===== config.mk =====
export PLATFORM = sky130hd
export DESIGN_NAME = serial_fir_mac
export DESIGN_NICKNAME = d
export VERILOG_FILES = /design/src/rtl/fir_mac_pkg.sv /design/src/rtl/fir_coef_rom.sv /design/src/rtl/fir_delay_line.sv /design/src/rtl/fir_tap_seq.sv /design/src/rtl/fir_mac_unit.sv /design/src/rtl/serial_fir_mac.sv
export SDC_FILE = /design/constraint.sdc
export NUM_CORES = 1
export LEC_CHECK = 0
export ABC_AREA = 1
export BUFFER_PORTS_ARGS = -buffer_cell sky130_fd_sc_hd__buf_2
export CORE_ASPECT_RATIO = 0.7
export CORE_UTILIZATION = 35
export DETAILED_ROUTE_END_ITERATION = 10
export SLEW_MARGIN = 10
export SYNTH_ARGS = -nofsm -noshare
export SYNTH_HDL_FRONTEND = slang
export SYNTH_SLANG_ARGS = --single-unit

===== constraint.sdc =====
create_clock -name clk -period 13 [get_ports clk]
set_clock_uncertainty 0.15 [all_clocks]
set_input_delay 1.3 -clock clk [delete_from_list [all_inputs] [get_ports clk]]
set_output_delay 1.3 -clock clk [all_outputs]
set_load 0.05 [all_outputs]

===== src/rtl/fir_mac_pkg.sv =====
package fir_mac_pkg;

  // Coefficient for a given bank and tap index, as a plain integer.
  // Banks beyond the fourth reuse the four patterns cyclically.
  function automatic int bank_coef(input int bank, input int tap);
    int b;
    b = bank % 4;
    case (b)
      0:       return tap + 1;
      1:       return (tap == 0) ? 1 : 0;
      2:       return (tap % 2 == 0) ? 64 : -64;
      default: return -128;
    endcase
  endfunction

endpackage


===== src/rtl/fir_coef_rom.sv =====
module fir_coef_rom #(
  parameter int COEF_W = 8,
  parameter int TAPS   = 8,
  parameter int BANK   = 0,
  localparam int ADDR_W = $clog2(TAPS)
) (
  input  logic [ADDR_W-1:0]        addr,
  output logic signed [COEF_W-1:0] coef
);
  import fir_mac_pkg::*;

  logic signed [COEF_W-1:0] table_q [TAPS];

  // Contents are computed at elaboration, one word per tap.
  for (genvar i = 0; i < TAPS; i++) begin : g_word
    assign table_q[i] = COEF_W'(bank_coef(BANK, i));
  end

  assign coef = table_q[addr];
endmodule


===== src/rtl/fir_delay_line.sv =====
module fir_delay_line #(
  parameter int DATA_W = 8,
  parameter int TAPS   = 8,
  localparam int ADDR_W = $clog2(TAPS)
) (
  input  logic              clk,
  input  logic              rst,
  input  logic              shift_en,
  input  logic [DATA_W-1:0] din,
  input  logic [ADDR_W-1:0] tap_sel,
  output logic [DATA_W-1:0] tap_out
);
  logic [TAPS-1:0][DATA_W-1:0] line_q;

  // Position 0 holds the newest sample.
  always_ff @(posedge clk) begin
    if (rst)           line_q[0] <= '0;
    else if (shift_en) line_q[0] <= din;
  end

  for (genvar i = 1; i < TAPS; i++) begin : g_stage
    always_ff @(posedge clk) begin
      if (rst)           line_q[i] <= '0;
      else if (shift_en) line_q[i] <= line_q[i-1];
    end
  end

  assign tap_out = line_q[tap_sel];

  // without a shift request the stored samples do not move
  p_line_stable_r7: assert property (@(posedge clk) disable iff (rst)
    !shift_en |=> $stable(line_q));

  // after a shift the newest position holds the accepted sample
  p_line_load_r2: assert property (@(posedge clk) disable iff (rst)
    shift_en |=> line_q[0] == $past(din));
endmodule


===== src/rtl/fir_tap_seq.sv =====
module fir_tap_seq #(
  parameter int TAPS = 8,
  localparam int ADDR_W = $clog2(TAPS)
) (
  input  logic              clk,
  input  logic              rst,
  input  logic              sample_valid,
  output logic              start,
  output logic              step,
  output logic              last,
  output logic [ADDR_W-1:0] tap_idx,
  output logic              busy,
  output logic              done
);
  localparam logic [ADDR_W-1:0] LAST_TAP = ADDR_W'(TAPS - 1);

  assign start = sample_valid && !busy;
  assign step  = busy;
  assign last  = busy && (tap_idx == LAST_TAP);

  always_ff @(posedge clk) begin
    if (rst) begin
      tap_idx <= '0;
      busy    <= 1'b0;
      done    <= 1'b0;
    end else begin
      done <= last;
      if (start) begin
        tap_idx <= '0;
        busy    <= 1'b1;
      end else if (last) begin
        tap_idx <= '0;
        busy    <= 1'b0;
      end else if (step) begin
        tap_idx <= tap_idx + 1'b1;
      end
    end
  end

  // the completion strobe lasts a single cycle
  p_done_pulse_r3: assert property (@(posedge clk) disable iff (rst)
    done |=> !done);

  // busy falls exactly when the strobe appears
  p_busy_fall_r3: assert property (@(posedge clk) disable iff (rst)
    $fell(busy) |-> done);

  // an idle sequencer waits at tap 0
  p_idle_tap0_r2: assert property (@(posedge clk) disable iff (rst)
    !busy |-> tap_idx == '0);

  // a request while busy does not restart the tap walk
  p_no_restart_r7: assert property (@(posedge clk) disable iff (rst)
    (busy && !last) |=> tap_idx == $past(tap_idx) + 1'b1);
endmodule


===== src/rtl/fir_mac_unit.sv =====
module fir_mac_unit #(
  parameter int DATA_W = 8,
  parameter int COEF_W = 8,
  parameter int ACC_W  = 23,
  localparam int PROD_W = DATA_W + COEF_W
) (
  input  logic                     clk,
  input  logic                     rst,
  input  logic                     start,
  input  logic                     step,
  input  logic                     last,
  input  logic signed [DATA_W-1:0] sample,
  input  logic signed [COEF_W-1:0] coef,
  output logic signed [ACC_W-1:0]  result
);
  logic signed [PROD_W-1:0] prod;
  logic signed [ACC_W-1:0]  prod_ext;
  logic signed [ACC_W-1:0]  acc_q;
  logic signed [ACC_W-1:0]  acc_next;

  assign prod     = sample * coef;
  assign prod_ext = {{(ACC_W - PROD_W){prod[PROD_W-1]}}, prod};
  assign acc_next = acc_q + prod_ext;

  always_ff @(posedge clk) begin
    if (rst) begin
      acc_q  <= '0;
      result <= '0;
    end else begin
      if (start)     acc_q <= '0;
      else if (step) acc_q <= acc_next;
      if (last)      result <= acc_next;
    end
  end

  // each new output begins from an empty accumulator
  p_acc_clear_r4: assert property (@(posedge clk) disable iff (rst)
    start |=> acc_q == '0);

  // the output only changes on a completing tap
  p_result_hold_r9: assert property (@(posedge clk) disable iff (rst)
    !last |=> $stable(result));
endmodule


===== src/rtl/serial_fir_mac.sv =====
module serial_fir_mac #(
  parameter int DATA_W = 8,
  parameter int COEF_W = 8,
  parameter int TAPS   = 8,
  parameter int BANKS  = 4,
  parameter int ACC_W  = 23,
  localparam int ADDR_W = $clog2(TAPS),
  localparam int SEL_W  = $clog2(BANKS)
) (
  input  logic              clk,
  input  logic              rst,
  input  logic              sample_valid,
  input  logic [DATA_W-1:0] sample_in,
  input  logic [SEL_W-1:0]  bank_sel,
  output logic              busy,
  output logic              result_valid,
  output logic [ACC_W-1:0]  result
);
  logic              start, step, last;
  logic [ADDR_W-1:0] tap_idx;
  logic [DATA_W-1:0] tap_sample;
  logic [SEL_W-1:0]  bank_q;
  logic signed [COEF_W-1:0] bank_word [BANKS];
  logic signed [COEF_W-1:0] coef_sel;
  logic signed [ACC_W-1:0]  result_s;

  initial assert (ACC_W >= DATA_W + COEF_W + ADDR_W)
    else $error("accumulator too narrow for the tap count");

  fir_tap_seq #(.TAPS(TAPS)) u_seq (
    .clk(clk), .rst(rst), .sample_valid(sample_valid),
    .start(start), .step(step), .last(last), .tap_idx(tap_idx),
    .busy(busy), .done(result_valid)
  );

  fir_delay_line #(.DATA_W(DATA_W), .TAPS(TAPS)) u_line (
    .clk(clk), .rst(rst), .shift_en(start), .din(sample_in),
    .tap_sel(tap_idx), .tap_out(tap_sample)
  );

  for (genvar b = 0; b < BANKS; b++) begin : g_bank
    fir_coef_rom #(.COEF_W(COEF_W), .TAPS(TAPS), .BANK(b)) u_rom (
      .addr(tap_idx), .coef(bank_word[b])
    );
  end

  // Bank index captured once per output computation.
  always_ff @(posedge clk) begin
    if (rst)        bank_q <= '0;
    else if (start) bank_q <= bank_sel;
  end

  assign coef_sel = bank_word[bank_q];

  fir_mac_unit #(.DATA_W(DATA_W), .COEF_W(COEF_W), .ACC_W(ACC_W)) u_mac (
    .clk(clk), .rst(rst), .start(start), .step(step), .last(last),
    .sample(tap_sample), .coef(coef_sel), .result(result_s)
  );

  assign result = result_s;

  // the bank in use does not change during a computation
  p_bank_hold_r6: assert property (@(posedge clk) disable iff (rst)
    busy |=> $stable(bank_q) || !busy);

  // after reset every output is idle
  p_reset_idle_r1: assert property (@(posedge clk)
    rst |=> !busy && !result_valid && result == '0);
endmodule


Yosys cells after proc, flatten, opt, wreduce, memory -nomap -nowiden

Memories as Yosys holds them, arrays and structs flattened.
Cells that the tools add are included.
W data, S select, Z words.

Flip-flop bits (word level): 117
Bits in latches: 0
Bits in writable memories: 0
Memory bits (read-only): 256
Input port bits: 13
Output and inout port bits: 25
Word-level logic and storage cells: 48
Memories kept: 4

Add/sub/neg operators: 2
$mul: 1
Div/mod/pow operators: 0
Magnitude comparators: 3
Equality and inequality tests: 1
Shift operators: 0
Multiplexer cells: 15
Bitwise logic cells: 2
Reductions and logical operators: 6

Memory list:

| memory           | depth | bits a word | read ports | clocked after memory_dff | wr ports | line               | RTL |
|---|---|---|---|---|---|---|---|
| (name not given) | 8     | 8           | 1          | 0                        | 0        | fir_coef_rom.sv:19 | `assign coef = table_q[addr];` |
| (name not given) | 8     | 8           | 1          | 0                        | 0        | fir_coef_rom.sv:19 |  |
| (name not given) | 8     | 8           | 1          | 0                        | 0        | fir_coef_rom.sv:19 |  |
| (name not given) | 8     | 8           | 1          | 0                        | 0        | fir_coef_rom.sv:19 |  |

Operator list:

| kind                  | number |
|---|---|
| $mux W8               | 11 |
| $bmux W8 S3           | 1 |
| $add A23 B16 Y23      | 1 |
| $bmux W8 S2           | 1 |
| $mul A8 B8 Y16        | 1 |
| $ge A4 B4 Y1 const B  | 1 |
| $lt A3 B4 Y1 const B  | 1 |
| $not A3 Y4            | 1 |
| $add A3 B1 Y3 const B | 1 |
| $eq A3 B3 Y1 const B  | 1 |
| $ge A3 B3 Y1 const B  | 1 |
| $not A2 Y3            | 1 |
| $reduce_or A3 Y1      | 1 |
| $logic_and A1 B1 Y1   | 2 |
| $mux W1               | 2 |
| $reduce_bool A2 Y1    | 1 |
| $reduce_or A2 Y1      | 1 |
| $logic_not A1 Y1      | 1 |

Depth between registers and ports, before layout

Depth after elaboration: 9
Depth in mapped cells: 32
Gate-level depth less buffers: 30

Modules after synthesis

From an unflattened synthesis, not the netlist that was laid out.

Cells, all modules: 1419
Area, all modules: 10542.6 µm²

Modules (own cells, without submodules):

| module                             | instances | cells an instance | area each (µm²) | seq. area each (µm²) |
|---|---|---|---|---|
| fir_mac_unit                       | 1         | 804               | 6132.1          | 920.9 |
| fir_delay_line                     | 1         | 428               | 3329.4          | 1281.2 |
| serial_fir_mac                     | 1         | 103               | 516.7           | 40.0 |
| fir_tap_seq                        | 1         | 36                | 262.8           | 100.1 |
| fir_coef_rom (g_bank[2].u_rom ...) | 2         | 10                | 67.6            | 0.0 |
| fir_coef_rom (g_bank[0].u_rom)     | 1         | 16                | 92.6            | 0.0 |
| fir_coef_rom (g_bank[1].u_rom)     | 1         | 12                | 73.8            | 0.0 |

Least setup slack after synthesis

No wires, ideal clock.

Kind: register -> register
Start point: reg u_seq.tap_idx[0]
End point: reg u_mac.acc_q[14]
Library setup time: 0.109 ns
Data arrival time: 6.156 ns
Required time: 12.741 ns
Setup slack: 6.585 ns
Cell stages (with the launch flop): 27
Buffers on the path: 2
Period minus slack after synthesis: 6.415 ns
Cells stage by stage: dfxtp_1 buf_6 inv_2 buf_6 ha_1 nand3_1 a21oi_2 inv_1 nor2_1 fa_1 fa_1 inv_1 fa_1 inv_1 fa_1 fa_1 ha_1 nand2_1 nand3_1 nand2_1 nand2_1 nand3_1 nand2_1 nand2_1 nand3_1 nand2_1 inv_1

RTL lines:

| what                   | line               | RTL |
|---|---|---|
| from (decl)            | fir_tap_seq.sv:11  | `output logic [ADDR_W-1:0] tap_idx,` |
| from (signal assigned) | fir_tap_seq.sv:35  | `tap_idx <= tap_idx + 1'b1;` |
| to (signal assigned)   | fir_mac_unit.sv:31 | `else if (step) acc_q <= acc_next;` |
| to (decl)              | fir_mac_unit.sv:18 | `logic signed [ACC_W-1:0] acc_q;` |

Worst setup path after layout

Start point: reg u_seq.tap_idx[0]
End point: reg u_mac.result[22]

Cells in the longest elaborated chain, start to end: 9
Elaborated cells between the ends (all ways): 22
Those cells by class: add/sub: 1; mul: 1; eq/ne: 1; mux: 13; bitwise: 1; reduce/logical: 1; memory: 4

Ends and longest elaborated chain:

| what                                        | line                 | RTL |
|---|---|---|
| $not A3 Y4 (not written as such)            | fir_coef_rom.sv:19   |  |
| $mem_v2 Z8 W8                               | n/a                  |  |
| $mux W8 (not written as such) (2 in series) | fir_coef_rom.sv:19   |  |
| $bmux W8 S2                                 | serial_fir_mac.sv:53 | `assign coef_sel = bank_word[bank_q];` |
| $mux W8 (not written as such) (2 in series) | serial_fir_mac.sv:53 |  |
| $mul A8 B8 Y16                              | fir_mac_unit.sv:21   | `assign prod = sample * coef;` |
| $add A23 B16 Y23                            | fir_mac_unit.sv:23   | `assign acc_next = acc_q + prod_ext;` |
| to (signal assigned)                        | fir_mac_unit.sv:32   | `if (last) result <= acc_next;` |
| to (decl)                                   | fir_mac_unit.sv:14   | `output logic signed [ACC_W-1:0] result` |

Parallel ways exist; a longest one is shown, timed or not. The select of a mux whose other input is x is not followed.
A chain may end at the register's enable or synchronous reset.

==> run summary <==
The share of layout cells above drive strength 1 is 7.38%, and the finished layout cell area is 9960 um2. The die is 136 um tall. Hold is met by 318 ps. The congestion estimate from routability-driven global placement came to 0.896. CTS built an H-tree with a depth of 4. Post-layout utilization of the core: 40.0%. For this run, design rule violations remaining after detail routing come to 0.

Walking the worst path, the cells encountered are buf_4 > inv_2 > ha_1 > nand3_1 > a21oi_2 > inv_1 > nor2_4 > fa_1 > fa_1 > fa_1 > fa_1 > ha_1 > ha_1 > nand2_1 > nor2_1 > inv_1 > nor2_1 > nand4_1 > inv_1 > nor2_1 > nand2_1 > nand3_1 > nand2_1 > inv_1. The number of antenna violations at the first check in global routing was 0. For the worst setup path, the data required time is 13180 ps. The detailed router finished its first iteration with 629 violations. The run gives 26300 um2 as the full die area.

The critical path contains buffers and inverters numbering 6 combined. The run finished with clean final reports. The first global-routing pass estimated 37300 um of wire.

The post-synthesis share of cell area spent on xor and xnor gates is 0.684%. The logs give 2 for the maximum root-to-sink buffer count and 0 for the total inserted antenna cells. The commonest cells after synthesis are sky130_fd_sc_hd__nor2_1, sky130_fd_sc_hd__nand2_1, sky130_fd_sc_hd__inv_1, sky130_fd_sc_hd__dfxtp_1, sky130_fd_sc_hd__o21ai_0.

By area, the combinational part of the netlist is dominated by adder cells. The detail route stage leaves a number of antenna-violating nets equal to 0. The tools report the count of TritonRoute iterations in the first routing pass as 5.

The clock net in this run drives a total of 117 sinks. The worst-case IR drop observed on VDD is 87.4 uV. The synthesized design contains 0 enable-type register cells. Gates resized during post-CTS repair numbered 0. Once the clock tree was built, the setup fixing pass inserted 0 buffers.

From synthesis to final layout, the design area changed by 11.1%. After clock tree synthesis, the clock-pin slew on the worst setup and hold paths is 60 ps. For this run, the top clock speed supported by timing is 153 MHz. The layout has 2547 filler cells. The worst setup path is captured at a flop. Along the worst path, the maximum fanout reaches 36.

Among all flip-flop cells after synthesis, the most frequent one is sky130_fd_sc_hd__dfxtp_1. In this run the worst hold path is classified as flop to flop. The row count is 48, and the total clock buffers created by CTS is 17. The largest total area in the synthesized netlist belongs to sky130_fd_sc_hd__dfxtp_1. Using the TritonRoute via totals, the vias-per-cell ratio works out to 4.77. CTS placed an instance of sky130_fd_sc_hd__clkbuf_16 at the clock tree root.

Sequential cells burn 35.2% of the power. Summed over all cells, the static leakage comes to 5.25 nW. The tools report the number of nets in the layout as 1400.

The slowest cell on the critical path is sky130_fd_sc_hd__nor2_4. For the data arrival time of the critical path, the log shows 6720 ps. Across every metal layer, demand over resource in global routing totals 17.8%.

The total setup violations reported at the end of the flow is 0. Power comes to 0.00113 W. The pin count of the biggest net entering global routing is 82.

Area share of the largest cell type after synthesis: 26.1%. The routed layout has 7496 vias. The mux contribution to synthesized area is 0%. After detailed placement, the total cell area comes to 9360 um2.

Share of the synthesized area in compound gates (AO/OA/AOI/OAI): 10.2%. Setup repair after global routing left no endpoint under its margin. The Yosys step of the flow raised 0 warnings. The relative slew slack came out at 37.6%. TritonCTS built the clock tree.

The average instance in the mapped netlist occupies 7.35 um2. The detailed placement HPWL was 16300 um. The routed wire length was 21900 um; the final-report hold violation count was 0.

Broken down by cell family, the worst path's largest delay share belongs to adder cells. The fraction of power consumed by the clock network came out at 42.8%. Hold repair after CTS inserted 0 buffers. The share of the Yosys chip area taken by registers is 26.1%. The floorplan step defined a core boundary enclosing 24900 um2. Clock latency at the later pin of the worst-skew pair: 430 ps. The total net switching power is 0.000366 W, and the slew at the pin closest to its max-slew limit is 935 ps. Counting every net in the synthesized netlist gives 1385. Power per standard cell area: 113 nW/um2. In this run the tool buffered the top-level ports with 37 buffer cells.

Synthesis inferred 117 register bits. The tools report the initial cell density of the core as 36.0%. For this run the aggregate overflow at the end of global routing stands at 0.

The synthesized netlist devotes 23.7% of its cell area to simple gates. In the finished design, the share of the clock period the worst path needs comes to 50.3%. In the synthesized netlist, the number of instances is 1220. After synthesis, the share of flip-flops with an asynchronous set or reset is 0%. The max-slew violation total from the final report was 0; the net switching share of the total power was 32.5%. Ranked by total cell area, the synthesized netlist is headed by sky130_fd_sc_hd__dfxtp_1, sky130_fd_sc_hd__fa_1, sky130_fd_sc_hd__nor2_1, sky130_fd_sc_hd__ha_1, sky130_fd_sc_hd__nand2_1.

The critical path is of the flop to flop type. The number of violations of the max-capacitance limit is 0, and the adder and majority gate portion of the synthesized area is 28.1%. After layout, the minimum clock period comes to 6540 ps.

After detailed routing, the average wire length per cell comes to 13.9 um. STA classifies the critical path startpoint as a flop. sky130_fd_sc_hd__nor2_1 is the most common cell in the netlist. The number of distinct library cells after synthesis was 31; the worst stage delay on the critical path was 570 ps. Post-synthesis cell area: 8970 um2.

The aggregate negative setup slack came out at 0 ps. 38 I/O pins were placed. The die boundary width came out at 193 um.

The logs give 22.0% for the combinational share of power and 7300 for the number of global-route vias before repair. The internal power of the cells totals 0.000761 W.
==> state kept, by name (all words and copies together), names as in the netlist <==
signal and flops:
u_mac.acc_q 23, u_seq.busy 1, u_seq.tap_idx 3, u_line.line_q 64, u_mac.result 23, u_seq.done 1
bank_q 2
==> final timing paths <==
check,start,to,slack [ps],cells after the start
worst max-delay path,u_seq.tap_idx[0]$_SDFFE_PP0P_,u_mac.result[22]$_SDFFE_PP0P_,6460,24
worst min-delay path,u_mac.acc_q[0]$_SDFFE_PP0P_,u_mac.acc_q[0]$_SDFFE_PP0P_,320,2
worst max register to register,u_seq.tap_idx[0]$_SDFFE_PP0P_,u_mac.result[22]$_SDFFE_PP0P_,6460,24
worst min register to register,u_mac.acc_q[0]$_SDFFE_PP0P_,u_mac.acc_q[0]$_SDFFE_PP0P_,320,2
==> cell usage in the layout (no fill, tap or decap), types with 5 or more instances in the layout <==
cell type | netlist | layout
sky130_fd_sc_hd__inv_2 | 4 | 6
sky130_fd_sc_hd__o21ai_0 | 91 | 91
sky130_fd_sc_hd__buf_2 | 17 | 37
sky130_fd_sc_hd__nor2_1 | 252 | 251
sky130_fd_sc_hd__nand3_1 | 57 | 57
sky130_fd_sc_hd__fa_1 | 82 | 82
sky130_fd_sc_hd__nand2_1 | 212 | 212
sky130_fd_sc_hd__ha_1 | 70 | 70
sky130_fd_sc_hd__xor2_1 | 6 | 6
sky130_fd_sc_hd__o211ai_1 | 5 | 5
sky130_fd_sc_hd__a21oi_1 | 40 | 40
sky130_fd_sc_hd__clkbuf_16 | 0 | 17
sky130_fd_sc_hd__buf_4 | 3 | 6
sky130_fd_sc_hd__inv_6 | 0 | 6
sky130_fd_sc_hd__nand4_1 | 9 | 9
sky130_fd_sc_hd__dfxtp_1 | 117 | 117
sky130_fd_sc_hd__a32o_1 | 10 | 10
sky130_fd_sc_hd__inv_1 | 196 | 195
==> cell type report <==
type / instances / area [um2] / area share (%)
tap: 325 / 407 / 4.08
sequential: 117 / 2340 / 23.5
inverter: 201 / 754 / 7.57
multi-input combinational: 855 / 5630 / 56.5
clock buffer: 19 / 453 / 4.55
timing repair buffer: 43 / 230 / 2.31
clock inverter: 12 / 143 / 1.43
==> stage by stage <==
| stage | worst slack [ps] | std cells |
|---|---|---|
| 5_1_grt | 5910 | 1572 |
| 3_3_place_gp | 6120 | 1541 |
| 4_1_cts | 6040 | 1572 |
| 3_5_place_dp | 6080 | 1541 |
| 2_1_floorplan | 6590 | 1220 |
| 6_report | 6460 | 1572 |
==> cell families (layout without fill, tap and decap cells) <==
kind of cell / after synthesis / after routing
compound gates: 159 / 159
fa+ha+maj: 152 / 152
buf+inv: 248 / 275
simple gates: 537 / 537
flops: 117 / 117
xor+xnor: 7 / 7
==> power by group through the flow <==
stage	clock network, W	registers, W	logic (W)
finish	0.000483	0.000396	0.000248
global route	0.000504	0.000399	0.000288
CTS	0.000489	0.000396	0.000248
detailed placement	0	0.000404	0.000245
global placement	0	0.000404	0.000243
floorplan	0	0.000399	0.000186
==> layer usage <==
metal | vias to the layer above | track usage [%] | part of all wire [%]
li1 | 3809 | - | -
met1 | 3492 | 26.6 | 53
met2 | 174 | 25.4 | 39
met3 | 21 | 3.47 | 5.9
met4 | 0 | 5.29 | 1.3
met5 | - | 0 | 0
==> worst reg2reg max path: stages (launching register included) <==
cell and delay, ps:
sky130_fd_sc_hd__dfxtp_1 290, sky130_fd_sc_hd__buf_4 240, sky130_fd_sc_hd__inv_2 490, sky130_fd_sc_hd__ha_1 240, sky130_fd_sc_hd__nand3_1 90, sky130_fd_sc_hd__a21oi_2 250, sky130_fd_sc_hd__inv_1 150, sky130_fd_sc_hd__nor2_4 570
sky130_fd_sc_hd__fa_1 560, sky130_fd_sc_hd__fa_1 520, sky130_fd_sc_hd__fa_1 510, sky130_fd_sc_hd__fa_1 490, sky130_fd_sc_hd__ha_1 320, sky130_fd_sc_hd__ha_1 430, sky130_fd_sc_hd__nand2_1 130, sky130_fd_sc_hd__nor2_1 200
sky130_fd_sc_hd__inv_1 80, sky130_fd_sc_hd__nor2_1 140, sky130_fd_sc_hd__nand4_1 150, sky130_fd_sc_hd__inv_1 80, sky130_fd_sc_hd__nor2_1 50, sky130_fd_sc_hd__nand2_1 70, sky130_fd_sc_hd__nand3_1 90, sky130_fd_sc_hd__nand2_1 100
sky130_fd_sc_hd__inv_1 40
Note: power is estimated with default switching activity, not from simulation.
